==> config.mk <==
export PLATFORM = sky130hd
export DESIGN_NAME = bus_word_validator
export DESIGN_NICKNAME = d
export VERILOG_FILES = /design/src/rtl/bwv_pkg.sv /design/src/rtl/bwv_bit_tick.sv /design/src/rtl/bwv_word_check.sv /design/src/rtl/bwv_msg_out.sv /design/src/rtl/bus_word_validator.sv
export SDC_FILE = /design/constraint.sdc
export NUM_CORES = 1
export LEC_CHECK = 0
export ABC_AREA = 1
export BUFFER_PORTS_ARGS = -buffer_cell sky130_fd_sc_hd__buf_4
export CAP_MARGIN = 20
export CORE_ASPECT_RATIO = 1.5
export CORE_UTILIZATION = 45
export DETAILED_ROUTE_END_ITERATION = 16
export PLACE_DENSITY = 0.77
export REMOVE_ABC_BUFFERS = 1
export SETUP_SLACK_MARGIN = 0.1
export SLEW_MARGIN = 5
export SYNTH_ARGS = -nofsm -noshare
export SYNTH_HDL_FRONTEND = slang
export SYNTH_HIERARCHICAL = 1
export SYNTH_SLANG_ARGS = --single-unit
==> constraint.sdc <==
create_clock -name clk -period 7.8 [get_ports clk]
set_input_delay 1.17 -clock clk [delete_from_list [all_inputs] [get_ports clk]]
set_output_delay 1.17 -clock clk [all_outputs]
set_load 0.005 [all_outputs]
==> src/rtl/bwv_pkg.sv <==
package bwv_pkg;
  localparam int DW        = 16;
  localparam int AW        = 5;
  localparam int ADDR_LSB  = DW - AW;
  localparam logic [AW-1:0] BCAST_ADDR = '1;

  typedef struct packed {
    logic          rdy;
    logic          sync_cmd;
    logic [DW-1:0] data;
    logic          parity;
    logic          man_err;
  } bus_word_t;
endpackage

==> src/rtl/bwv_bit_tick.sv <==
module bwv_bit_tick #(
  parameter int CLKS_PER_BIT = 250
) (
  input  logic clk,
  input  logic rst,
  output logic tick
);
  localparam int CW = (CLKS_PER_BIT > 1) ? $clog2(CLKS_PER_BIT) : 1;
  localparam logic [CW-1:0] LAST = CW'(CLKS_PER_BIT - 1);

  logic [CW-1:0] cnt;

  always_ff @(posedge clk) begin
    if (rst) begin
      cnt  <= '0;
      tick <= 1'b0;
    end else begin
      tick <= (cnt == LAST);
      if (cnt == LAST) cnt <= '0;
      else             cnt <= cnt + 1'b1;
    end
  end


  cnt_range_chk: assert property (@(posedge clk) disable iff (rst) cnt <= LAST);
endmodule

==> src/rtl/bwv_word_check.sv <==
module bwv_word_check
  import bwv_pkg::*;
#(
  parameter int WINDOW_BITS = 24
) (
  input  logic          clk,
  input  logic          rst,
  input  logic          bit_tick,
  input  bus_word_t     w,
  input  logic [AW-1:0] rt_addr,
  input  logic          take,
  input  logic          cancel,
  output logic          cmd_cand,
  output logic          data_cand,
  output logic          open_win
);
  localparam int GW = (WINDOW_BITS > 1) ? $clog2(WINDOW_BITS) : 1;
  localparam logic [GW-1:0] GLAST = GW'(WINDOW_BITS - 1);

  logic          word_ok;
  logic          addr_hit;
  logic [AW-1:0] addr_f;
  logic [GW-1:0] gcnt;

  // clean bi-phase and odd ones count over data plus parity
  assign word_ok  = !w.man_err && (^{w.data, w.parity});
  assign addr_f   = w.data[DW-1:ADDR_LSB];
  assign addr_hit = (addr_f == rt_addr) || (addr_f == BCAST_ADDR);

  assign cmd_cand  = w.rdy &&  w.sync_cmd && word_ok && addr_hit && !open_win;
  assign data_cand = w.rdy && !w.sync_cmd && word_ok && open_win;

  always_ff @(posedge clk) begin
    if (rst) begin
      open_win <= 1'b0;
      gcnt     <= '0;
    end else if (take) begin
      open_win <= 1'b1;
      gcnt     <= '0;
    end else if (w.rdy || cancel) begin
      open_win <= 1'b0;
      gcnt     <= '0;
    end else if (open_win && bit_tick) begin
      if (gcnt == GLAST) begin
        open_win <= 1'b0;
        gcnt     <= '0;
      end else begin
        gcnt <= gcnt + 1'b1;
      end
    end
  end


  reject_closes_chk: assert property (@(posedge clk) disable iff (rst)
    (w.rdy && !take) |=> !open_win);

  take_opens_chk: assert property (@(posedge clk) disable iff (rst)
    take |=> open_win);

  gap_range_chk: assert property (@(posedge clk) disable iff (rst)
    gcnt <= GLAST);
endmodule

==> src/rtl/bwv_msg_out.sv <==
module bwv_msg_out
  import bwv_pkg::*;
#(
  parameter int PULSE_CLKS = 125
) (
  input  logic          clk,
  input  logic          rst,
  input  logic          grant_a,
  input  logic          grant_b,
  input  logic          pass_a,
  input  logic          pass_b,
  input  logic          abort_in,
  input  logic [DW-1:0] word_a,
  input  logic [DW-1:0] word_b,
  output logic          cmd_n,
  output logic [DW-1:0] cmd_word,
  output logic          cmd_bus,
  output logic          cmd_bcast,
  output logic          data_stb,
  output logic [DW-1:0] data_word,
  output logic          data_bus,
  output logic          abort_stb
);
  localparam int PW = $clog2(PULSE_CLKS + 1);
  localparam logic [PW-1:0] PLOAD = PW'(PULSE_CLKS - 1);

  logic [PW-1:0] pcnt;
  logic [DW-1:0] gword;
  logic          new_cmd;

  assign new_cmd = grant_a || grant_b;
  assign gword   = grant_a ? word_a : word_b;

  always_ff @(posedge clk) begin
    if (rst) begin
      cmd_n     <= 1'b1;
      pcnt      <= '0;
      cmd_word  <= '0;
      cmd_bus   <= 1'b0;
      cmd_bcast <= 1'b0;
      data_stb  <= 1'b0;
      data_word <= '0;
      data_bus  <= 1'b0;
      abort_stb <= 1'b0;
    end else begin
      abort_stb <= abort_in;
      data_stb  <= pass_a || pass_b;
      if (pass_a || pass_b) begin
        data_word <= pass_a ? word_a : word_b;
        data_bus  <= !pass_a;
      end
      if (new_cmd) begin
        cmd_n     <= 1'b0;
        pcnt      <= PLOAD;
        cmd_word  <= gword;
        cmd_bus   <= !grant_a;
        cmd_bcast <= (gword[DW-1:ADDR_LSB] == BCAST_ADDR);
      end else if (!cmd_n) begin
        if (pcnt == '0) cmd_n <= 1'b1;
        else            pcnt  <= pcnt - 1'b1;
      end
    end
  end

  int unsigned low_run;
  always_ff @(posedge clk) begin
    if (rst)          low_run <= 0;
    else if (new_cmd) low_run <= 1;
    else if (!cmd_n)  low_run <= low_run + 1;
    else              low_run <= 0;
  end


  pulse_len_chk: assert property (@(posedge clk) disable iff (rst)
    !cmd_n |-> (low_run <= PULSE_CLKS));

  word_hold_chk: assert property (@(posedge clk) disable iff (rst)
    (!cmd_n && !new_cmd) |=> ($stable(cmd_word) && $stable(cmd_bus)));

  abort_pulse_chk: assert property (@(posedge clk) disable iff (rst)
    abort_stb |-> !cmd_n);
endmodule

==> src/rtl/bus_word_validator.sv <==
module bus_word_validator
  import bwv_pkg::*;
#(
  parameter int CLKS_PER_BIT = 250,
  parameter int WORD_BITS    = 20,
  parameter int GAP_BITS     = 4,
  parameter int PULSE_CLKS   = 125
) (
  input  logic          clk,
  input  logic          rst,
  input  logic [4:0]    rt_addr,
  input  logic          a_rdy,
  input  logic          a_sync_cmd,
  input  logic [15:0]   a_data,
  input  logic          a_parity,
  input  logic          a_man_err,
  input  logic          b_rdy,
  input  logic          b_sync_cmd,
  input  logic [15:0]   b_data,
  input  logic          b_parity,
  input  logic          b_man_err,
  output logic          cmd_n,
  output logic [15:0]   cmd_word,
  output logic          cmd_bus,
  output logic          cmd_bcast,
  output logic          data_stb,
  output logic [15:0]   data_word,
  output logic          data_bus,
  output logic          abort_stb
);
  localparam int NBUS        = 2;
  localparam int WINDOW_BITS = WORD_BITS + GAP_BITS;

  logic          tick;
  logic [AW-1:0] rt_q;
  bus_word_t     bw       [NBUS];
  logic          cmd_cand [NBUS];
  logic          data_cand[NBUS];
  logic          open_win [NBUS];
  logic          grant    [NBUS];
  logic          pass     [NBUS];
  logic          take     [NBUS];
  logic          abort_c;

  // terminal address captured only during reset
  always_ff @(posedge clk) begin
    if (rst) rt_q <= rt_addr;
  end

  assign bw[0] = '{rdy: a_rdy, sync_cmd: a_sync_cmd, data: a_data,
                   parity: a_parity, man_err: a_man_err};
  assign bw[1] = '{rdy: b_rdy, sync_cmd: b_sync_cmd, data: b_data,
                   parity: b_parity, man_err: b_man_err};

  bwv_bit_tick #(.CLKS_PER_BIT(CLKS_PER_BIT)) i_tick (
    .clk (clk),
    .rst (rst),
    .tick(tick)
  );

  // bus A wins a same-cycle command collision
  assign grant[0] = cmd_cand[0];
  assign grant[1] = cmd_cand[1] && !cmd_cand[0];
  // a command on one bus drops the other bus's data
  assign pass[0]  = data_cand[0] && !grant[1];
  assign pass[1]  = data_cand[1] && !grant[0];
  assign abort_c  = (grant[0] && open_win[1]) || (grant[1] && open_win[0]);

  for (genvar g = 0; g < NBUS; g++) begin : g_bus
    assign take[g] = grant[g] || pass[g];
    bwv_word_check #(.WINDOW_BITS(WINDOW_BITS)) i_chk (
      .clk      (clk),
      .rst      (rst),
      .bit_tick (tick),
      .w        (bw[g]),
      .rt_addr  (rt_q),
      .take     (take[g]),
      .cancel   (grant[NBUS-1-g]),
      .cmd_cand (cmd_cand[g]),
      .data_cand(data_cand[g]),
      .open_win (open_win[g])
    );
  end

  bwv_msg_out #(.PULSE_CLKS(PULSE_CLKS)) i_out (
    .clk      (clk),
    .rst      (rst),
    .grant_a  (grant[0]),
    .grant_b  (grant[1]),
    .pass_a   (pass[0]),
    .pass_b   (pass[1]),
    .abort_in (abort_c),
    .word_a   (a_data),
    .word_b   (b_data),
    .cmd_n    (cmd_n),
    .cmd_word (cmd_word),
    .cmd_bus  (cmd_bus),
    .cmd_bcast(cmd_bcast),
    .data_stb (data_stb),
    .data_word(data_word),
    .data_bus (data_bus),
    .abort_stb(abort_stb)
  );


  cmd_addr_chk: assert property (@(posedge clk) disable iff (rst)
    $fell(cmd_n) |-> (cmd_word[15:11] == rt_q || cmd_word[15:11] == BCAST_ADDR));

  no_data_on_abort_chk: assert property (@(posedge clk) disable iff (rst)
    !(data_stb && abort_stb));

  single_window_chk: assert property (@(posedge clk) disable iff (rst)
    !(open_win[0] && open_win[1]));
endmodule

## Word-level counts from Yosys, hierarchy flattened

Cells that the tools add are included.

| word-level totals | value |
|---|---|
| word-level logic and storage cells | 107 |
| register bits | 71 |

| operators by class | value |
|---|---|
| reduce and logical (&&, ||, !) cells | 56 |
| multiplexer cells | 18 |
| equal/unequal tests | 10 |
| add/subtract/negate cells | 4 |
| bitwise operators | 2 |

Operators by type and width:

| kind | count |
|---|---|
| 17-bit parity | 2 |
| 16-bit 2-to-1 mux | 2 |
| 5-bit equality test, second input constant | 5 |
| 1-bit logical AND | 23 |
| 7-bit 2-to-1 mux | 3 |
| 3-bit nonzero test | 4 |
| 1-bit 2-to-1 mux | 11 |
| 5-bit by 1-bit adder with 5-bit output, second input constant | 2 |
| 5-bit equality test | 2 |
| 5-bit 2-to-1 mux | 2 |
| 1-bit zero test | 9 |
| 1-bit logical OR | 9 |
| 8-bit by 1-bit adder with 8-bit output, second input constant | 1 |
| 8-bit equality test, second input constant | 1 |
| 2-bit AND reduction | 4 |
| 7-bit zero test | 1 |
| 7-bit by 1-bit subtractor with 7-bit output, second input constant | 1 |
| 3-bit OR reduction | 2 |
| 2-bit OR reduction | 2 |
| 2-bit by 1-bit != test with 1-bit output, second input constant | 1 |
| 2-bit != test, second input constant | 1 |
| 1-bit inverter | 2 |

## Depth between registers and ports, before layout

Gate-level depths: netlist of run 1.

| depth | value |
|---|---|
| depth in word-level cells | 12 |
| gate-level depth with buffers | 21 |

## Cells and area by module

The synthesis of run 1 kept the hierarchy.

By module, submodules not included:

| module | cells each | area each (µm²) | seq. area each (µm²) | instances |
|---|---|---|---|---|
| bwv_msg_out | 270 | 2,035.7 | 900.9 | 1 |
| bwv_word_check | 139 | 720.7 | 120.1 | 2 |
| bwv_bit_tick | 54 | 409.1 | 180.2 | 1 |
| bus_word_validator | 17 | 203.9 | 150.1 | 1 |

## Least setup slack after synthesis of run 1

No wires, ideal clock.

| timing | value |
|---|---|
| path kind | input -> register |
| start | input a_data[11] |
| end | register i_out.data_word[4] |
| setup slack | 4.351 ns |
| arrival time | 3.321 ns |
| stages | 20 |
| setup time | 0.128 ns |
| path buffers | 1 |
| path through | ha_1 -> nand2_1 -> inv_1 -> nor2_1 -> nand2_1 -> nand2_1 -> inv_1 -> nand2_2 -> nand2_1 -> nand2_1 -> nand3_2 -> nor2_1 -> nor2_2 -> nor2_1 -> inv_1 -> buf_2 -> nand2_1 -> a21oi_1 -> a21oi_1 -> nor2_1 |

RTL lines:

| element | line | source |
|---|---|---|
| from (decl) | bus_word_validator.sv:14 | `input logic [15:0] a_data,` |
| to (signal assigned) | bwv_msg_out.sv:49 | `data_word <= pass_a ? word_a : word_b;` |
| to (decl) | bwv_msg_out.sv:20 | `output logic [DW-1:0] data_word,` |

==> results of run 1 <==
[area by class of cell]
cell class                 instances  share of cell area
clock buffer                      13              0.0474
clock inverter                     2             0.00692
inverter                          82              0.0608
multi-input combinational        452               0.437
sequential                        71               0.290
tap                              110              0.0272
timing repair buffer              87               0.130
[critical path, stage by stage]
cell	delay [ns]
buf_4	0.13
ha_1	0.33
nand2_1	0.09
inv_1	0.04
nor2_1	0.07
nand2_1	0.05
nand2_1	0.07
inv_1	0.05
nand2_2	0.05
nand2_1	0.05
nand2_1	0.07
nand3_2	0.08
nor2_1	0.20
inv_1	0.09
nor2_2	0.21
nor2_1	0.06
buf_4	0.21
nor2_2	0.32
buf_8	0.23
a21oi_1	0.05
o21ai_0	0.10
a21oi_1	0.09
[per-layer routing]
layer / wire length [µm] / share of wire / vias up
met1: 4110 / 0.39 / 1855
li1: - / - / 2114
met2: 5590 / 0.54 / 99
met3: 487 / 0.047 / 21
met5: 0 / 0 / -
met4: 246 / 0.024 / 0
[where the power goes]
part / internal [µW] / switching, µW
clock: 245 / 140
combinational: 45.3 / 65.1
sequential: 373 / 4.72
total: 663 / 209
[cell families after synthesis]
logic type / Yosys count / share of synthesized area
adder cells (fa/ha/maj): 10 / 0.0306
AND/OR/NAND/NOR: 341 / 0.354
flip-flops: 71 / 0.360
multiplexers: 11 / 0.0269
AO/OA/AOI/OAI: 77 / 0.102
XOR/XNOR: 13 / 0.0278
buffers and inverters: 96 / 0.0997
[worst max path at each step]
stage / startpoint / depth (start not counted) / end
2_1_floorplan: a_data[11] / 18 / i_out/data_word[12]
3_3_place_gp: b_data[11] / 21 / i_out/data_word[12]
3_5_place_dp: b_data[13] / 21 / i_out/data_word[3]
4_1_cts: b_data[13] / 21 / i_out/data_word[3]
5_1_grt: b_data[13] / 22 / i_out/data_word[12]
6_report: b_data[13] / 22 / i_out/data_word[12]
[through the flow]
| step | hold WS (ns) | power (µW) | cell area [µm²] |
|---|---|---|---|
| floorplan | 0.435 | 447 | 3990 |
| global placement | 0.447 | 491 | 4780 |
| CTS | 0.466 | 879 | 5050 |
| global route | 0.478 | 909 | 5070 |
| finish | 0.463 | 873 | 5070 |
| detailed placement | 0.454 | 494 | 4780 |
[placed cells by master (no fill, tap or decap), types with 3 or more instances in the layout]
cell type | synthesis | final
nand4_1 | 6 | 6
clkbuf_1 | 2 | 4
ha_1 | 10 | 10
nand2_1 | 213 | 213
nand3_2 | 5 | 5
dfxtp_1 | 66 | 66
nor3_1 | 9 | 9
xor2_1 | 4 | 4
nand3b_1 | 3 | 3
nor2_1 | 61 | 60
a21oi_1 | 41 | 41
edfxtp_1 | 5 | 5
nand3_1 | 24 | 24
inv_1 | 75 | 75
nand2_2 | 8 | 8
mux2i_1 | 11 | 11
o21ai_0 | 11 | 11
nor2_2 | 6 | 7
clkbuf_16 | 0 | 9
o21ai_1 | 13 | 13
xnor2_1 | 9 | 9
inv_2 | 7 | 7
buf_4 | 1 | 86
a31oi_1 | 4 | 4
[flip-flops by register name (all words and copies together) (netlist names), 2 cells and up]
register	count
g_bus.i_chk/gcnt	10
i_out/pcnt	7
g_bus.i_chk/open_win	2
i_tick/cnt	8
i_out/data_word	16
i_out/cmd_word	16
rt_q	5
==> impl_metrics.ini, run 1 <==
[outcome]
status = complete, no violations

[timing]
setup_tns_ns = 0
fin_crit_sh = 0.467
slew_headroom = 0.706
clock_skew_ns = 0.0106
rsz0062_at_grt = no
fmax_mhz = 275
worst_slack_ns = 4.16
slew_violations = 0
timing.final.crit_period_ns = 3.64
worst_pin_slew_ns = 0.441
finalSetupViolCount = 0
finalHoldViolCount = 0

[global_routing]
met2_usage = 0.417
grt.total_usage = 0.230
busiest_layer = met2
antenna_found_initial = 0
grt_pass1_vias = 3760
grt_max_degree = 35
grt_overflow = 0
grt_use_met1 = 0.251
grt_pass1_wl_mm = 16.8
grt_use_met3 = 0.0479

[worst_setup_path]
r2r_cells = 14
rrSetupSlack_ns = 5.00
rr_startpoint = rt_q[2]
critical_path_class = input pin to flip-flop
crit_required_ns = 8.00
startpoint_type = input pin
worstSetupEndpointType = flip-flop
r2r-end = i_out/data_word[12]
worstPathMaxFanout = 26
worstPathArrival_ns = 3.84

[drt]
ant_nets = 0
drcViolationCount = 0
drt-total-wl_mm = 10.4
firstDrtPassIters = 5
wl_per_cell_um = 12.8
vias_per_cell = 5.00
vias = 4089
first_iter_violations = 227

[synthesis]
synth_flop_cell = dfxtp_1
yosysSeqAreaShare = 0.360
synth_top_area_share = 0.323
yosysMostFrequentCell = nand2_1
synthTopCellsByArea = dfxtp_1 (32%), nand2_1 (20%), inv_1 (6.9%)
ys_warn_count = 6
syn_avg_cell_area_um2 = 6.61
synthCells = 619
netlist-cell-type-count = 35
synth-edff-count = 5
yosysTopAreaCell = dfxtp_1
synthesis.area_um2 = 4090
async_flop_share = 0
yosys-top-cells-count = nand2_1 (213), inv_1 (75), dfxtp_1 (66)
yosys_register_bits = 71

[hold_path]
holdPathStages = 2
min_path_type = flip-flop to flip-flop
worstHoldEndpoint = i_out/cmd_word[3]
worstHoldStart = i_out/cmd_word[3]

[clock_network]
cts_tree = built
root_buffer = clkbuf_16
holdBufCountCts = 0
clkSlewWorstSetupHoldPaths_ns = 0.05
cts_resized = 0
htree_levels = 3
cts.path.max_buffers = 2
cts_setup_buffers = 0
clk_latency_ns = 0.33
cts_buffers = 9
cts.sinks = 71

[run]
drv_cap = 0

[placed_design]
port_buffers = 84
dp_slack_ns = 3.40
dp_hpwl_mm = 7.93
dp_cells = 801
place_congestion = 0.888

[pwr]
p_per_area_nw_per_um2 = 172
peakVddDrop_mv = 0.115
p_leak_uw = 0.00246

[floorplanning]
num_rows = 42
dieHeight_um = 119
core-area_um2 = 8830
die_x_um = 79.8
floorplan.initialDensity = 0.463
die-area_um2 = 9480
io-pin-count = 85

[finish]
nNetsFinal = 760
drive_gt1_frac = 0.185
num_antenna_cells = 0
syn_to_final_growth_pct = 23.9
finalNonFillerCells = 817
filler_cell_count = 850
regArea_um2 = 1470
multi_input_area_um2 = 2210
postLayoutCoreUtil = 0.574
(Power assumes the default switching activity.)
==> inputs of run 2 (changes only) <==
--- a/config.mk
+++ b/config.mk
@@ -11,7 +11,7 @@
 export CORE_ASPECT_RATIO = 1.5
 export CORE_UTILIZATION = 45
 export DETAILED_ROUTE_END_ITERATION = 16
-export PLACE_DENSITY = 0.77
+export PLACE_DENSITY = 0.79
 export REMOVE_ABC_BUFFERS = 1
 export SETUP_SLACK_MARGIN = 0.1
 export SLEW_MARGIN = 5
==> constraint.sdc (replaced) <==
create_clock -name clk -period 3.3 [get_ports clk]
set_input_delay 0.495 -clock clk [delete_from_list [all_inputs] [get_ports clk]]
set_output_delay 0.495 -clock clk [all_outputs]
set_load 0.005 [all_outputs]
==> run 2 against run 1 <==
Cell count is 0.37% higher. Flip-flop and latch count stayed put. Highest routed layer unchanged. Sequential share of layout area is 0.40 points lower. Utilization is 0.81 points higher. Worst hold slack worse by 0.13 ns.
==> impl_metrics.ini, run 2 (synthesis results as in run 1) <==
[drt]
wl_per_cell_um = 13.2
vias_per_cell = 5.10
ant_nets = 0
drcViolationCount = 0
drt-total-wl_mm = 10.8
vias = 4178
firstDrtPassIters = 6
first_iter_violations = 286

[worst_setup_path]
critical_path_class = input pin to flip-flop
crit_path_frequent_cell = nand2_1
worstSetupEndpointType = flip-flop
rrSetupSlack_ns = 0.60
cpPeakStageDelay_ns = 0.55
crit_required_ns = 3.51
worstPathArrival_ns = 3.03
slowest_stage = nor2_1
r2r_cells = 13
startpoint_type = input pin
cp_cell_sequence = buf_4 > ha_1 > nand2_1 > inv_1 > nor2_1 > nand2_1 > nand2_1 > inv_1 > nand2_2 > nand2_1 > nand2_1 > nand3_2 > nor2_2 > nor2_2 > nor2_1 > inv_1 > buf_4 > nand2_1 > a21oi_1 > a21oi_1 > nor2_1
rr_startpoint = rt_q[2]
r2r-end = i_out/data_word[4]
worstPathMaxFanout = 10

[pwr]
p_leak_uw = 0.00250
peakVddDrop_mv = 0.315
p_per_area_nw_per_um2 = 422

[finish]
num_antenna_cells = 0
finalNonFillerCells = 820
final_cell_mix = nand2_1 (213), buf_4 (88), inv_1 (75), dfxtp_1 (66), nor2_1 (60)
top_regs = i_out/cmd_word: 16 flops, i_out/data_word: 16 flops, g_bus.i_chk/gcnt: 10 flops
drive_gt1_frac = 0.194
postLayoutCoreUtil = 0.582
final_common_cell = nand2_1
syn_to_final_growth_pct = 25.6
nNetsFinal = 763

[clock_network]
cts.sinks = 71
htree_levels = 3
clkSlewWorstSetupHoldPaths_ns = 0.06
cts_buffers = 9
clk_latency_ns = 0.34
cts.path.max_buffers = 2
cts_resized = 0
root_buffer = clkbuf_16
cts_setup_buffers = 0
cts_tree = built
holdBufCountCts = 0

[global_routing]
grt.total_usage = 0.248
grt_max_degree = 35
grt_overflow = 0
antenna_found_initial = 0
grt_pass1_wl_mm = 18.1
grt_pass1_vias = 4114

[timing]
fmax_mhz = 355
worst_slack_ns = 0.480
fin_crit_sh = 0.855
slew_violations = 0
finalSetupViolCount = 0
slew_headroom = 0.521
finalHoldViolCount = 0
setup_tns_ns = 0
worst_pin_slew_ns = 0.716
clock_skew_ns = 0.00528
rsz0062_at_grt = no
holdWs_ns = 0.332
timing.final.crit_period_ns = 2.82

[outcome]
status = complete, no violations

[hold_path]
holdPathStages = 1
worstHoldEndpoint = rt_q[4]
min_path_type = input pin to flip-flop
worstHoldStart = rt_addr[4]

[placed_design]
place_congestion = 0.888
dp_slack_ns = 0.116
dp_hpwl_mm = 8.19
dp_cells = 805
port_buffers = 84

[floorplanning]
floorplan.initialDensity = 0.463
die_x_um = 79.8
num_rows = 42
core-area_um2 = 8830
dieHeight_um = 119
die-area_um2 = 9480
io-pin-count = 85

[run]
drv_cap = 0
==> run 2: cell count changes in the layout (fill, tap and decap cells not counted), sizes merged <==
cell | before | now
inv | 82 | 83
buf | 87 | 90
clkbuf | 13 | 11
clkinvlp | 0 | 1
==> run 2: worst max-delay path by stage <==
stage          startpoint                endpoint  slack (ns)  cells past startpoint
6_report       a_data[11]      i_out/data_word[4]        0.48                     21
5_1_grt        a_data[11]  g_bus[1].i_chk/gcnt[3]        0.16                     21
4_1_cts        a_data[11]  g_bus[1].i_chk/gcnt[4]        0.44                     21
3_5_place_dp   a_data[11]  g_bus[1].i_chk/gcnt[3]        0.12                     21
3_3_place_gp   a_data[13]  g_bus[1].i_chk/gcnt[4]        0.14                     21
2_1_floorplan  a_data[11]     i_out/data_word[12]       -1.09                     18
==> run 2: cell type report <==
class / instances / area [µm²]
Clock buffer: 11 / 264
Multi-Input combinational cell: 452 / 2210
Inverter: 82 / 308
Sequential cell: 71 / 1470
Fill cell: 846 / 3690
Clock inverter: 4 / 51.3
Tap cell: 110 / 138
Timing Repair Buffer: 90 / 692
==> run 2: through the flow <==
stage                     total power (µW)  cell area [µm²]
after floorplan                       1060             3990
after global placement                1160             4820
after detailed placement              1170             4820
after CTS                             2180             5130
after global routing                  2270             5140
final                                 2170             5140
==> run 2: power by group <==
| part | switching [µW] | leakage, µW | internal, µW |
|---|---|---|---|
| clock | 366 | 0.000153 | 648 |
| combinational | 156 | 0.00177 | 108 |
| sequential | 11.1 | 0.000581 | 880 |
| total | 533 | 0.00250 | 1640 |
==> run 2: critical path, delay by kind of cell <==
kind                     cells  cell delay [ns]
AO/OA/AOI/OAI                2             0.20
adder cells (fa/ha/maj)      1             0.34
AND/OR/NAND/NOR             13             1.42
buffers and inverters        5             0.55
==> run 2: per-layer routing <==
metal | up-vias | GRT usage | share of wire
met4 | 0 | 0.148 | 0.035
met2 | 125 | 0.449 | 0.53
li1 | 2123 | - | -
met5 | - | 0 | 0
met1 | 1902 | 0.254 | 0.38
met3 | 28 | 0.0471 | 0.052
